### src/rtl/clk_loss_pkg.sv
package clk_loss_pkg;
  localparam int unsigned DEF_THRESH = 64;
  localparam int unsigned DEF_SYNC   = 2;

  function automatic int unsigned cnt_width(input int unsigned thresh);
    return $clog2(thresh + 1);
  endfunction
endpackage

### src/rtl/clk_loss_sync.sv
module clk_loss_sync #(
  parameter int unsigned STAGES = clk_loss_pkg::DEF_SYNC
) (
  input  logic clk_i,
  input  logic rst_ni,
  input  logic ref_i,
  output logic rise_o
);
  // chain[STAGES-1] is the synchronised level, chain[STAGES] its previous value
  logic [STAGES:0] chain_q;

  always_ff @(posedge clk_i or negedge rst_ni) begin
    if (!rst_ni) chain_q <= '0;
    else         chain_q <= {chain_q[STAGES-1:0], ref_i};
  end

  assign rise_o = chain_q[STAGES-1] & ~chain_q[STAGES];


  edge_pulse_chk: assert property (@(posedge clk_i) disable iff (!rst_ni)
    rise_o |=> !rise_o);
endmodule

### src/rtl/clk_loss_cnt.sv
module clk_loss_cnt #(
  parameter int unsigned THRESH = clk_loss_pkg::DEF_THRESH,
  localparam int unsigned CW = clk_loss_pkg::cnt_width(THRESH)
) (
  input  logic          clk_i,
  input  logic          rst_ni,
  input  logic          active_i,
  input  logic          rise_i,
  output logic          full_o
);
  localparam logic [CW-1:0] LIMIT = CW'(THRESH);

  logic [CW-1:0] cnt_q;

  always_ff @(posedge clk_i or negedge rst_ni) begin
    if (!rst_ni)               cnt_q <= '0;
    else if (!active_i)        cnt_q <= '0;
    else if (rise_i)           cnt_q <= '0;
    else if (cnt_q != LIMIT)   cnt_q <= cnt_q + 1'b1;
  end

  assign full_o = (cnt_q == LIMIT);


  restart_chk: assert property (@(posedge clk_i) disable iff (!rst_ni)
    (active_i && rise_i) |=> (cnt_q == '0));

  saturate_chk: assert property (@(posedge clk_i) disable iff (!rst_ni)
    (active_i && !rise_i && full_o) |=> full_o);

  idle_clear_chk: assert property (@(posedge clk_i) disable iff (!rst_ni)
    !active_i |=> (cnt_q == '0));
endmodule

### src/rtl/clk_loss_flag.sv
module clk_loss_flag (
  input  logic clk_i,
  input  logic rst_ni,
  input  logic active_i,
  input  logic rise_i,
  input  logic full_i,
  output logic loss_o
);
  always_ff @(posedge clk_i or negedge rst_ni) begin
    if (!rst_ni)        loss_o <= 1'b0;
    else if (!active_i) loss_o <= 1'b0;
    else if (rise_i)    loss_o <= 1'b0;
    else if (full_i)    loss_o <= 1'b1;
  end


  inactive_low_chk: assert property (@(posedge clk_i) disable iff (!rst_ni)
    !active_i |=> !loss_o);

  edge_clears_chk: assert property (@(posedge clk_i) disable iff (!rst_ni)
    rise_i |=> !loss_o);

  set_cause_chk: assert property (@(posedge clk_i) disable iff (!rst_ni)
    $rose(loss_o) |-> $past(full_i));
endmodule

### src/rtl/clk_loss_det.sv
module clk_loss_det #(
  parameter int unsigned THRESH = clk_loss_pkg::DEF_THRESH,
  parameter int unsigned STAGES = clk_loss_pkg::DEF_SYNC
) (
  input  logic clk_i,
  input  logic rst_ni,
  input  logic ref_clk_i,
  input  logic en_i,
  input  logic scan_mode_i,
  output logic loss_o
);
  logic active, rise, full;

  assign active = en_i & ~scan_mode_i;

  clk_loss_sync #(.STAGES(STAGES)) u_sync (
    .clk_i, .rst_ni, .ref_i(ref_clk_i), .rise_o(rise)
  );

  clk_loss_cnt #(.THRESH(THRESH)) u_cnt (
    .clk_i, .rst_ni, .active_i(active), .rise_i(rise), .full_o(full)
  );

  clk_loss_flag u_flag (
    .clk_i, .rst_ni, .active_i(active), .rise_i(rise), .full_i(full), .loss_o
  );


  no_early_flag_chk: assert property (@(posedge clk_i) disable iff (!rst_ni)
    (!full && !loss_o) |=> !loss_o);
endmodule

### config.mk
export PLATFORM = sky130hd
export DESIGN_NAME = clk_loss_det
export DESIGN_NICKNAME = d
export VERILOG_FILES = /design/src/rtl/clk_loss_pkg.sv /design/src/rtl/clk_loss_sync.sv /design/src/rtl/clk_loss_cnt.sv /design/src/rtl/clk_loss_flag.sv /design/src/rtl/clk_loss_det.sv
export SDC_FILE = /design/constraint.sdc
export NUM_CORES = 1
export LEC_CHECK = 0
export BUFFER_PORTS_ARGS = -buffer_cell sky130_fd_sc_hd__buf_2
export CORE_AREA = 3 3 40 42
export DETAILED_ROUTE_END_ITERATION = 10
export DIE_AREA = 0 0 43 45
export GPL_TIMING_DRIVEN = 0
export SYNTH_ARGS = -nofsm -noshare
export SYNTH_HDL_FRONTEND = slang
export SYNTH_SLANG_ARGS = --single-unit
### constraint.sdc
create_clock -name clk_i -period 3.29 [get_ports clk_i]
set_input_delay 0 -clock clk_i [delete_from_list [all_inputs] [get_ports clk_i]]
set_output_delay 0 -clock clk_i [all_outputs]
set_load 0.01 [all_outputs]
==> results of run 1 <==
==> cells in the final DEF, fill, tap and decap left out, types with 3 or more instances in the layout <==
master / netlist / routed
sky130_fd_sc_hd__a21oi_1: 3 / 3
sky130_fd_sc_hd__dfrtp_1: 11 / 11
sky130_fd_sc_hd__nand3_1: 3 / 3
sky130_fd_sc_hd__inv_1: 3 / 3
sky130_fd_sc_hd__nor2_1: 3 / 3
sky130_fd_sc_hd__clkbuf_4: 0 / 3
sky130_fd_sc_hd__buf_2: 0 / 5
==> area by class of cell <==
type,instances,area share
multi-input combinational,30,0.357
inverter,3,0.0191
sequential,11,0.468
timing repair buffer,7,0.0766
clock inverter,1,0.00851
clock buffer,3,0.0383
tap,15,0.0319
==> per-layer routing <==
| layer | global-route usage | vias to the layer above |
|---|---|---|
| li1 | - | 176 |
| met1 | 0.138 | 166 |
| met2 | 0.165 | 5 |
| met3 | 0.0598 | 2 |
| met5 | 0 | - |
| met4 | 0.0361 | 0 |
==> flip-flops by register name, summed over array words and instances (netlist names) <==
register / flops
u_flag.loss_o: 1
u_cnt.cnt_q: 7
u_sync.chain_q: 3
==> power groups by stage <==
| stage | registers, mW | clock network [mW] | logic, mW |
|---|---|---|---|
| after global routing | 0.140 | 0.0995 | 0.0152 |
| after global placement | 0.142 | 0 | 0.0112 |
| after floorplan | 0.142 | 0 | 0.00477 |
| after CTS | 0.139 | 0.0947 | 0.0131 |
| final | 0.139 | 0.0891 | 0.0127 |
| after detailed placement | 0.142 | 0 | 0.0114 |
==> worst reg2reg max path: cells and delay by family, from the launching register on <==
kind / cells / cell delay, ns
flops: 1 / 0.39
buf+inv: 1 / 0.08
compound gates: 1 / 0.19
fa+ha+maj: 1 / 0.19
simple gates: 2 / 0.41
==> worst paths after layout <==
| path | start | to | slack, ns |
|---|---|---|---|
| worst min-delay path | scan_mode_i | u_cnt.cnt_q[1]$_DFFE_PN0P_ | 0.02 |
| worst min register to register | u_sync.chain_q[0]$_DFF_PN0_ | u_sync.chain_q[1]$_DFF_PN0_ | 0.36 |
| worst max-delay path | u_cnt.cnt_q[0]$_DFFE_PN0P_ | u_flag.loss_o$_DFFE_PN0P_ | 1.92 |
| min in group asynchronous | rst_ni | u_cnt.cnt_q[5]$_DFFE_PN0P_ | 0.12 |
| max in group asynchronous | rst_ni | u_sync.chain_q[0]$_DFF_PN0_ | 2.97 |
| worst max register to register | u_cnt.cnt_q[0]$_DFFE_PN0P_ | u_flag.loss_o$_DFFE_PN0P_ | 1.92 |
==> logic make-up (layout without fill, tap and decap cells) <==
family	Yosys count	after routing
compound gates	6	6
xor+xnor	3	3
fa+ha+maj	2	2
buf+inv	3	14
flops	11	11
mux	1	1
simple gates	18	18
==> what timing repair did <==
item	in CTS	in global routing
hold endpoints to repair	12	0
hold buffers	2	0
setup endpoints to repair	0	0
==> impl_summary.log, run 1 <==
[metrics] Maximum Capacitance Violations: 0
[metrics] unrepaired setup endpoints after global routing: false
[metrics] post-layout instance count excluding filler cells: 70
[metrics] cell area power density: between 400 and 500 nW/µm²
[metrics] xor/xnor cell area share of the yosys netlist: 0.0529
[metrics] highest metal layer used by the detailed router: met4
[metrics] CTS H-tree depth: 1
[metrics] placed instance count: 64
[metrics] Crit Path Class: register to register
[metrics] post-synthesis cell count: 44
[metrics] Power Total: approximately 240 µW
[metrics] cell at the root of the clock tree: sky130_fd_sc_hd__clkbuf_4
[metrics] vias: 349
[metrics] largest incremental delay on the critical path: 0.39 ns
[metrics] final worst path period need: 1.37 ns
[metrics] maximum vdd drop: between 0.2 and 0.25 mV
[metrics] clock transition time at the flip-flop clock pins of the worst setup and hold paths: 0.07 ns
[metrics] most instantiated cells after synthesis: sky130_fd_sc_hd__dfrtp_1, sky130_fd_sc_hd__a21oi_1, sky130_fd_sc_hd__inv_1, sky130_fd_sc_hd__nand3_1, sky130_fd_sc_hd__nor2_1
[metrics] vias in the first global route: between 300 and 400
[metrics] TritonRoute pass-1 iters: 2
[metrics] Worst Setup Slack post-DPL: approximately 1.9 ns
[metrics] post-CTS setup buffers: 0
[metrics] Antenna Nets Post-Route: 0
[metrics] starting utilization of the core area: 0.387
[metrics] net switching share of the total power: 0.218
[metrics] final hold violation count: 0
[metrics] violation count after the first detailed-routing iteration: 1
[metrics] cell type with the largest total area after synthesis: sky130_fd_sc_hd__dfrtp_1
[metrics] Max Root-Sink Buffers: 2
[metrics] type of the most critical hold path: input pin to register
[metrics] critical path peak fanout: 3
[metrics] sum of met2 wire segment lengths after detailed routing: 365 µm
[metrics] Chip Width: between 40 and 50 µm
[metrics] number of diodes: 0
[metrics] placeable core region: ~1300 µm²
[metrics] Post-Syn Area per Cell: 11.3 µm²
[metrics] transition time at the pin with the least slew margin: 0.311 ns
[metrics] number of clock sinks: 11
[metrics] Peak Freq: around 730 MHz
[metrics] most frequent cell after synthesis: sky130_fd_sc_hd__dfrtp_1
[metrics] Post-Route WL: 805 µm
[metrics] Worst Setup End Kind: register
[metrics] Final HPWL DP: around 580 µm
[metrics] length of routed wiring on met1: ~390 µm
[metrics] post-synthesis register bit count: 11
[metrics] cell types occupying the most area after synthesis: sky130_fd_sc_hd__dfrtp_1, sky130_fd_sc_hd__ha_1, sky130_fd_sc_hd__nand4b_1
[metrics] All-Layer GR Usage: 0.110
[metrics] Boundary Pins: 6
[metrics] met3 wire len: 33 µm
[metrics] fraction of power consumed by combinational cells: 0.053
[metrics] Tcrit/Tclk final: 0.416
[metrics] Congestion Overflow GR: 0
[metrics] Post-synth ARST share: 1.00
[metrics] number of CTS-inserted buffers: 3
[metrics] cell area after placement: around 540 µm²
[metrics] simple logic cell fraction of the synthesized area: 0.229
[metrics] portion of total power attributed to the clock network: 0.369
[metrics] mux cell area share after synthesis: 0.0202
[metrics] Final WS setup: roughly 1.9 ns
[metrics] count of unique library cells instantiated by Yosys: 21
[metrics] Final Wtd Congestion: about 0.7
[metrics] post-synthesis instance area: around 500 µm²
[metrics] area taken by multi-input logic gates: 210 µm²
[metrics] number of enable-type register cells in the synthesized netlist: 0
[metrics] initial antenna violation count: 0
[metrics] detail-routed net length per standard cell: around 12 µm
[metrics] # DRC: 0
[metrics] syn_nets: 51
[metrics] number of cells traversed by the worst register-to-register path: 5
[metrics] Final Instance Area: 588 µm²
[metrics] Net Switching: roughly 53 µW
[metrics] Clock Skews: a little over 0.003 ns
[metrics] most instantiated flip-flop cell in the synthesis netlist: sky130_fd_sc_hd__dfrtp_1
[metrics] crit-path cells: inv_1, ha_1, and4bb_2, and2_4, o21ba_2
[metrics] Critical Path Start Type: register
[metrics] CTS tree: yes
[metrics] register area: 275 µm²
[metrics] run status: finished, final reports clean
[metrics] Setup Viol. Count Final: 0
[metrics] Worst Hold Path Cells: 3
[metrics] Critical Path Stages: 5
[metrics] number of cells upsized or downsized after cts: 0
[metrics] buffers plus inverters on the worst setup path: 1
[metrics] die footprint: slightly below 2000 µm²
[metrics] first-pass GRT wire length: 1550 µm
[metrics] clock latency on the worst-skew pair: around 0.26 ns
[metrics] static leakage power: between 0.2 and 0.3 nW
[metrics] share of final-layout standard cells stronger than drive strength 1: 0.218
[metrics] dominant combinational cell family by area after synthesis: simple AND/OR/NAND/NOR gates
[metrics] Yosys warning total: 0
[metrics] cell-internal power: 189 µW
[metrics] endpoint arrival time on the critical path: 1.53 ns
[metrics] data required time of the critical path: ~3.5 ns
[metrics] final total negative setup slack: 0 ns
[metrics] CP top delay family: simple AND/OR/NAND/NOR gates
[metrics] post-layout net count: 63
[metrics] Placement Rows: 13
[metrics] number of inserted filler cells in the final layout: about 130
[metrics] power share of the sequential group: 0.578
[metrics] post-synthesis share of cell area spent on full adders, half adders and majority gates: 0.0504
[metrics] count of input and output buffers: 5
[metrics] synthesis-to-finish area growth: 18.4%
[metrics] maximum number of pins on one net before global-route repair: 12
[metrics] Vias/cell: ~5
[metrics] proportion of synthesized chip area in sequential cells: 0.554
[metrics] Synth Area in Compound Gates: 0.0705
[metrics] Min Hold Slack: about 0.015 ns
[metrics] Layout Utilization: 0.458
[metrics] cell with the largest stage delay on the worst path: sky130_fd_sc_hd__dfrtp_1
[metrics] number of pins with negative max-slew slack in the final report: 0
[metrics] share of Yosys cell area claimed by the top area cell type: 0.554
[metrics] headroom to the max-slew limit: 0.792
[metrics] Die H: about 45 µm
No activity file was read; power rests on OpenSTA's default activity.
==> inputs of run 2 (changes only) <==
Settings changed: ABC_AREA set to 1.
Clock period 3.29 ns to 1.2 ns, I/O delays scaled along.
==> run 2 against run 1 <==
Effect of this change: count of clock-buffer cells in the layout unchanged; clock power rose to 2.9 times the previous value; combinational power rose to 3.8 times the previous value; wire length up 8.2%; critical path depth up 2; core utilization up 5.2 points; sequential power rose to 2.8 times the previous value; sequential cell count unchanged; sequential share of layout area down 4.7 points; setup slack worse by 1.8 ns; die area unchanged; area after synthesis up 7.3%; critical endpoint is now u_cnt.cnt_q[0]$_DFFE_PN0P_; largest cell class unchanged.
==> impl_summary.log, run 2 <==
[metrics] critical path peak fanout: 5
[metrics] Clock Skews: approximately 0.00081 ns
[metrics] initial antenna violation count: 0
[metrics] Setup Viol. Count Final: 0
[metrics] Placement Rows: 13
[metrics] violation count after the first detailed-routing iteration: 3
[metrics] Boundary Pins: 6
[metrics] cell area power density: 1050 nW/µm²
[metrics] cell area after placement: 577 µm²
[metrics] number of inserted filler cells in the final layout: around 130
[metrics] Final Instance Area: between 600 and 700 µm²
[metrics] type of the most critical hold path: input pin to register
[metrics] endpoint arrival time on the critical path: 1.29 ns
[metrics] first-pass GRT wire length: between 1000 and 1500 µm
[metrics] vias: about 400
[metrics] All-Layer GR Usage: 0.108
[metrics] most instantiated cells after synthesis: sky130_fd_sc_hd__dfrtp_1, sky130_fd_sc_hd__inv_1, sky130_fd_sc_hd__nand2_1, sky130_fd_sc_hd__nand3_1, sky130_fd_sc_hd__nor2_1
[metrics] count of input and output buffers: 5
[metrics] CTS tree: yes
[metrics] number of clock sinks: 11
[metrics] transition time at the pin with the least slew margin: between 0.2 and 0.25 ns
[metrics] final hold violation count: 0
[metrics] Vias/cell: approximately 4.5
[metrics] Tcrit/Tclk final: 0.937
[metrics] number of CTS-inserted buffers: 3
[metrics] maximum number of pins on one net before global-route repair: 12
[metrics] die footprint: between 1500 and 2000 µm²
[metrics] Die H: approximately 45 µm
[metrics] # DRC: 0
[metrics] number of enable-type register cells in the synthesized netlist: 0
[metrics] data required time of the critical path: between 1 and 1.5 ns
[metrics] register name with the most flops: u_cnt.cnt_q
[metrics] Final WS setup: between 0.07 and 0.08 ns
[metrics] cell at the root of the clock tree: sky130_fd_sc_hd__clkbuf_4
[metrics] most instantiated flip-flop cell in the synthesis netlist: sky130_fd_sc_hd__dfrtp_1
[metrics] Chip Width: between 40 and 50 µm
[metrics] post-layout instance count excluding filler cells: 89
[metrics] post-CTS setup buffers: 0
[metrics] Layout Utilization: 0.509
[metrics] Worst Setup Slack post-DPL: approximately 0.023 ns
[metrics] post-layout net count: 82
[metrics] Post-Route WL: roughly 870 µm
[metrics] Crit Path Class: register to register
[metrics] syn_nets: slightly below 70
[metrics] unrepaired setup endpoints after global routing: true
[metrics] Post-synth ARST share: 1.00
[metrics] area taken by multi-input logic gates: around 230 µm²
[metrics] final total negative setup slack: 0 ns
[metrics] most frequent cell after synthesis: sky130_fd_sc_hd__dfrtp_1
[metrics] Maximum Capacitance Violations: 0
[metrics] placeable core region: between 1000 and 1500 µm²
[metrics] leading cell type in the layout, fill and taps excluded: sky130_fd_sc_hd__dfrtp_1
[metrics] Final Wtd Congestion: 0.759
[metrics] Worst Setup End Kind: register
[metrics] Final HPWL DP: around 630 µm
[metrics] clock latency on the worst-skew pair: about 0.27 ns
[metrics] Min Hold Slack: ~0.027 ns
[metrics] Peak Freq: between 800 and 900 MHz
[metrics] largest registers: u_cnt.cnt_q (7), u_sync.chain_q (3), u_flag.loss_o (1)
[metrics] cell types occupying the most area after synthesis: sky130_fd_sc_hd__dfrtp_1, sky130_fd_sc_hd__nand3_1, sky130_fd_sc_hd__inv_1
[metrics] number of diodes: 0
[metrics] Critical Path Start Type: register
[metrics] proportion of synthesized chip area in sequential cells: 0.516
[metrics] post-synthesis register bit count: 11
[metrics] count of unique library cells instantiated by Yosys: 18
[metrics] post-synthesis instance area: approximately 530 µm²
[metrics] number of flip-flops under the largest register name: 7
[metrics] clock transition time at the flip-flop clock pins of the worst setup and hold paths: 0.07 ns
[metrics] final worst path period need: around 1.1 ns
[metrics] Post-Syn Area per Cell: 8.60 µm²
[metrics] Yosys warning total: 0
[metrics] TritonRoute pass-1 iters: 4
[metrics] maximum vdd drop: 0.826 mV
[metrics] Antenna Nets Post-Route: 0
[metrics] post-synthesis cell count: 62
[metrics] share of final-layout standard cells stronger than drive strength 1: 0.243
[metrics] register area: approximately 280 µm²
[metrics] starting utilization of the core area: 0.415
[metrics] vias in the first global route: roughly 360
[metrics] CTS H-tree depth: 1
[metrics] Max Root-Sink Buffers: 2
[metrics] Power Total: 685 µW
[metrics] number of pins with negative max-slew slack in the final report: 0
[metrics] Congestion Overflow GR: 0
[metrics] run status: finished, final reports clean
[metrics] commonest cells after routing, fill and taps aside: sky130_fd_sc_hd__dfrtp_1, sky130_fd_sc_hd__inv_1, sky130_fd_sc_hd__nand2_1, sky130_fd_sc_hd__nand3_1, sky130_fd_sc_hd__nor2_1
[metrics] cell type with the largest total area after synthesis: sky130_fd_sc_hd__dfrtp_1
[metrics] synthesis-to-finish area growth: 22.8%
[metrics] static leakage power: 0.309 nW
[metrics] share of Yosys cell area claimed by the top area cell type: 0.516
[metrics] placed instance count: 82
[metrics] detail-routed net length per standard cell: between 9 and 10 µm
[metrics] headroom to the max-slew limit: 0.835
[run 2: cell types whose count changed after synthesis, moves of 2 or more]
| cell | previous run | this run |
|---|---|---|
| sky130_fd_sc_hd__or3_1 | 2 | 0 |
| sky130_fd_sc_hd__nand4b_1 | 2 | 0 |
| sky130_fd_sc_hd__nor2_1 | 3 | 7 |
| sky130_fd_sc_hd__nand2_1 | 1 | 10 |
| sky130_fd_sc_hd__xor2_1 | 2 | 0 |
| sky130_fd_sc_hd__nand3_1 | 3 | 8 |
| sky130_fd_sc_hd__inv_1 | 3 | 10 |
| sky130_fd_sc_hd__nor2_4 | 0 | 2 |
| sky130_fd_sc_hd__a21oi_1 | 3 | 1 |
[run 2: what timing repair did]
action	in CTS	in global routing
hold endpoints to repair	13	0
hold buffers	3	0
endpoints found under the setup margin	0	5
gates resized for setup	0	6
[run 2: worst paths after layout]
kind,start,slack [ns],cells after the start,endpoint
max,u_cnt.cnt_q[1]$_DFFE_PN0P_,0.08,7,u_cnt.cnt_q[0]$_DFFE_PN0P_
min,scan_mode_i,0.03,4,u_cnt.cnt_q[5]$_DFFE_PN0P_
max reg2reg,u_cnt.cnt_q[1]$_DFFE_PN0P_,0.08,7,u_cnt.cnt_q[0]$_DFFE_PN0P_
min reg2reg,u_sync.chain_q[0]$_DFF_PN0_,0.35,0,u_sync.chain_q[1]$_DFF_PN0_
max in group asynchronous,rst_ni,0.88,2,u_cnt.cnt_q[3]$_DFFE_PN0P_
min in group asynchronous,rst_ni,0.12,2,u_sync.chain_q[2]$_DFF_PN0_
[run 2: kinds of logic (layout without fill, tap and decap cells)]
group,count (synthesis),in the layout,share of synthesized area
xor gates and xnor gates,1,1,0.0164
adders and majority gates,2,2,0.0469
buffers and inverters,12,24,0.0845
and+or+nand+nor,31,31,0.279
DFF,11,11,0.516
AOI/OAI and AO/OA,5,5,0.0563
[run 2: where the power goes]
part	internal, mW	switching, mW
combinational	0.0213	0.0265
sequential	0.378	0.00482
clock	0.123	0.131
[run 2: per-layer routing]
metal / GRT usage / part of all wire / vias to the layer above
li1: - / - / 215
met5: 0 / 0 / -
met1: 0.122 / 0.49 / 174
met2: 0.165 / 0.44 / 6
met3: 0.0598 / 0.046 / 4
met4: 0.0542 / 0.024 / 0
[run 2: cell type report]
class                           count  share of cell area
Timing Repair Buffer                8              0.0841
Sequential cell                    11               0.421
Clock buffer                        3              0.0344
Inverter                           12              0.0688
Multi-Input combinational cell     39               0.356
Tap cell                           15              0.0287
Clock inverter                      1             0.00765
[run 2: critical path, stage by stage (launching register included)]
cell                      delay [ns]
sky130_fd_sc_hd__dfrtp_1        0.42
sky130_fd_sc_hd__inv_1          0.11
sky130_fd_sc_hd__ha_4           0.14
sky130_fd_sc_hd__nand2_2        0.06
sky130_fd_sc_hd__nor2_4         0.13
sky130_fd_sc_hd__inv_2          0.05
sky130_fd_sc_hd__nand3_1        0.06
sky130_fd_sc_hd__nand2_1        0.05
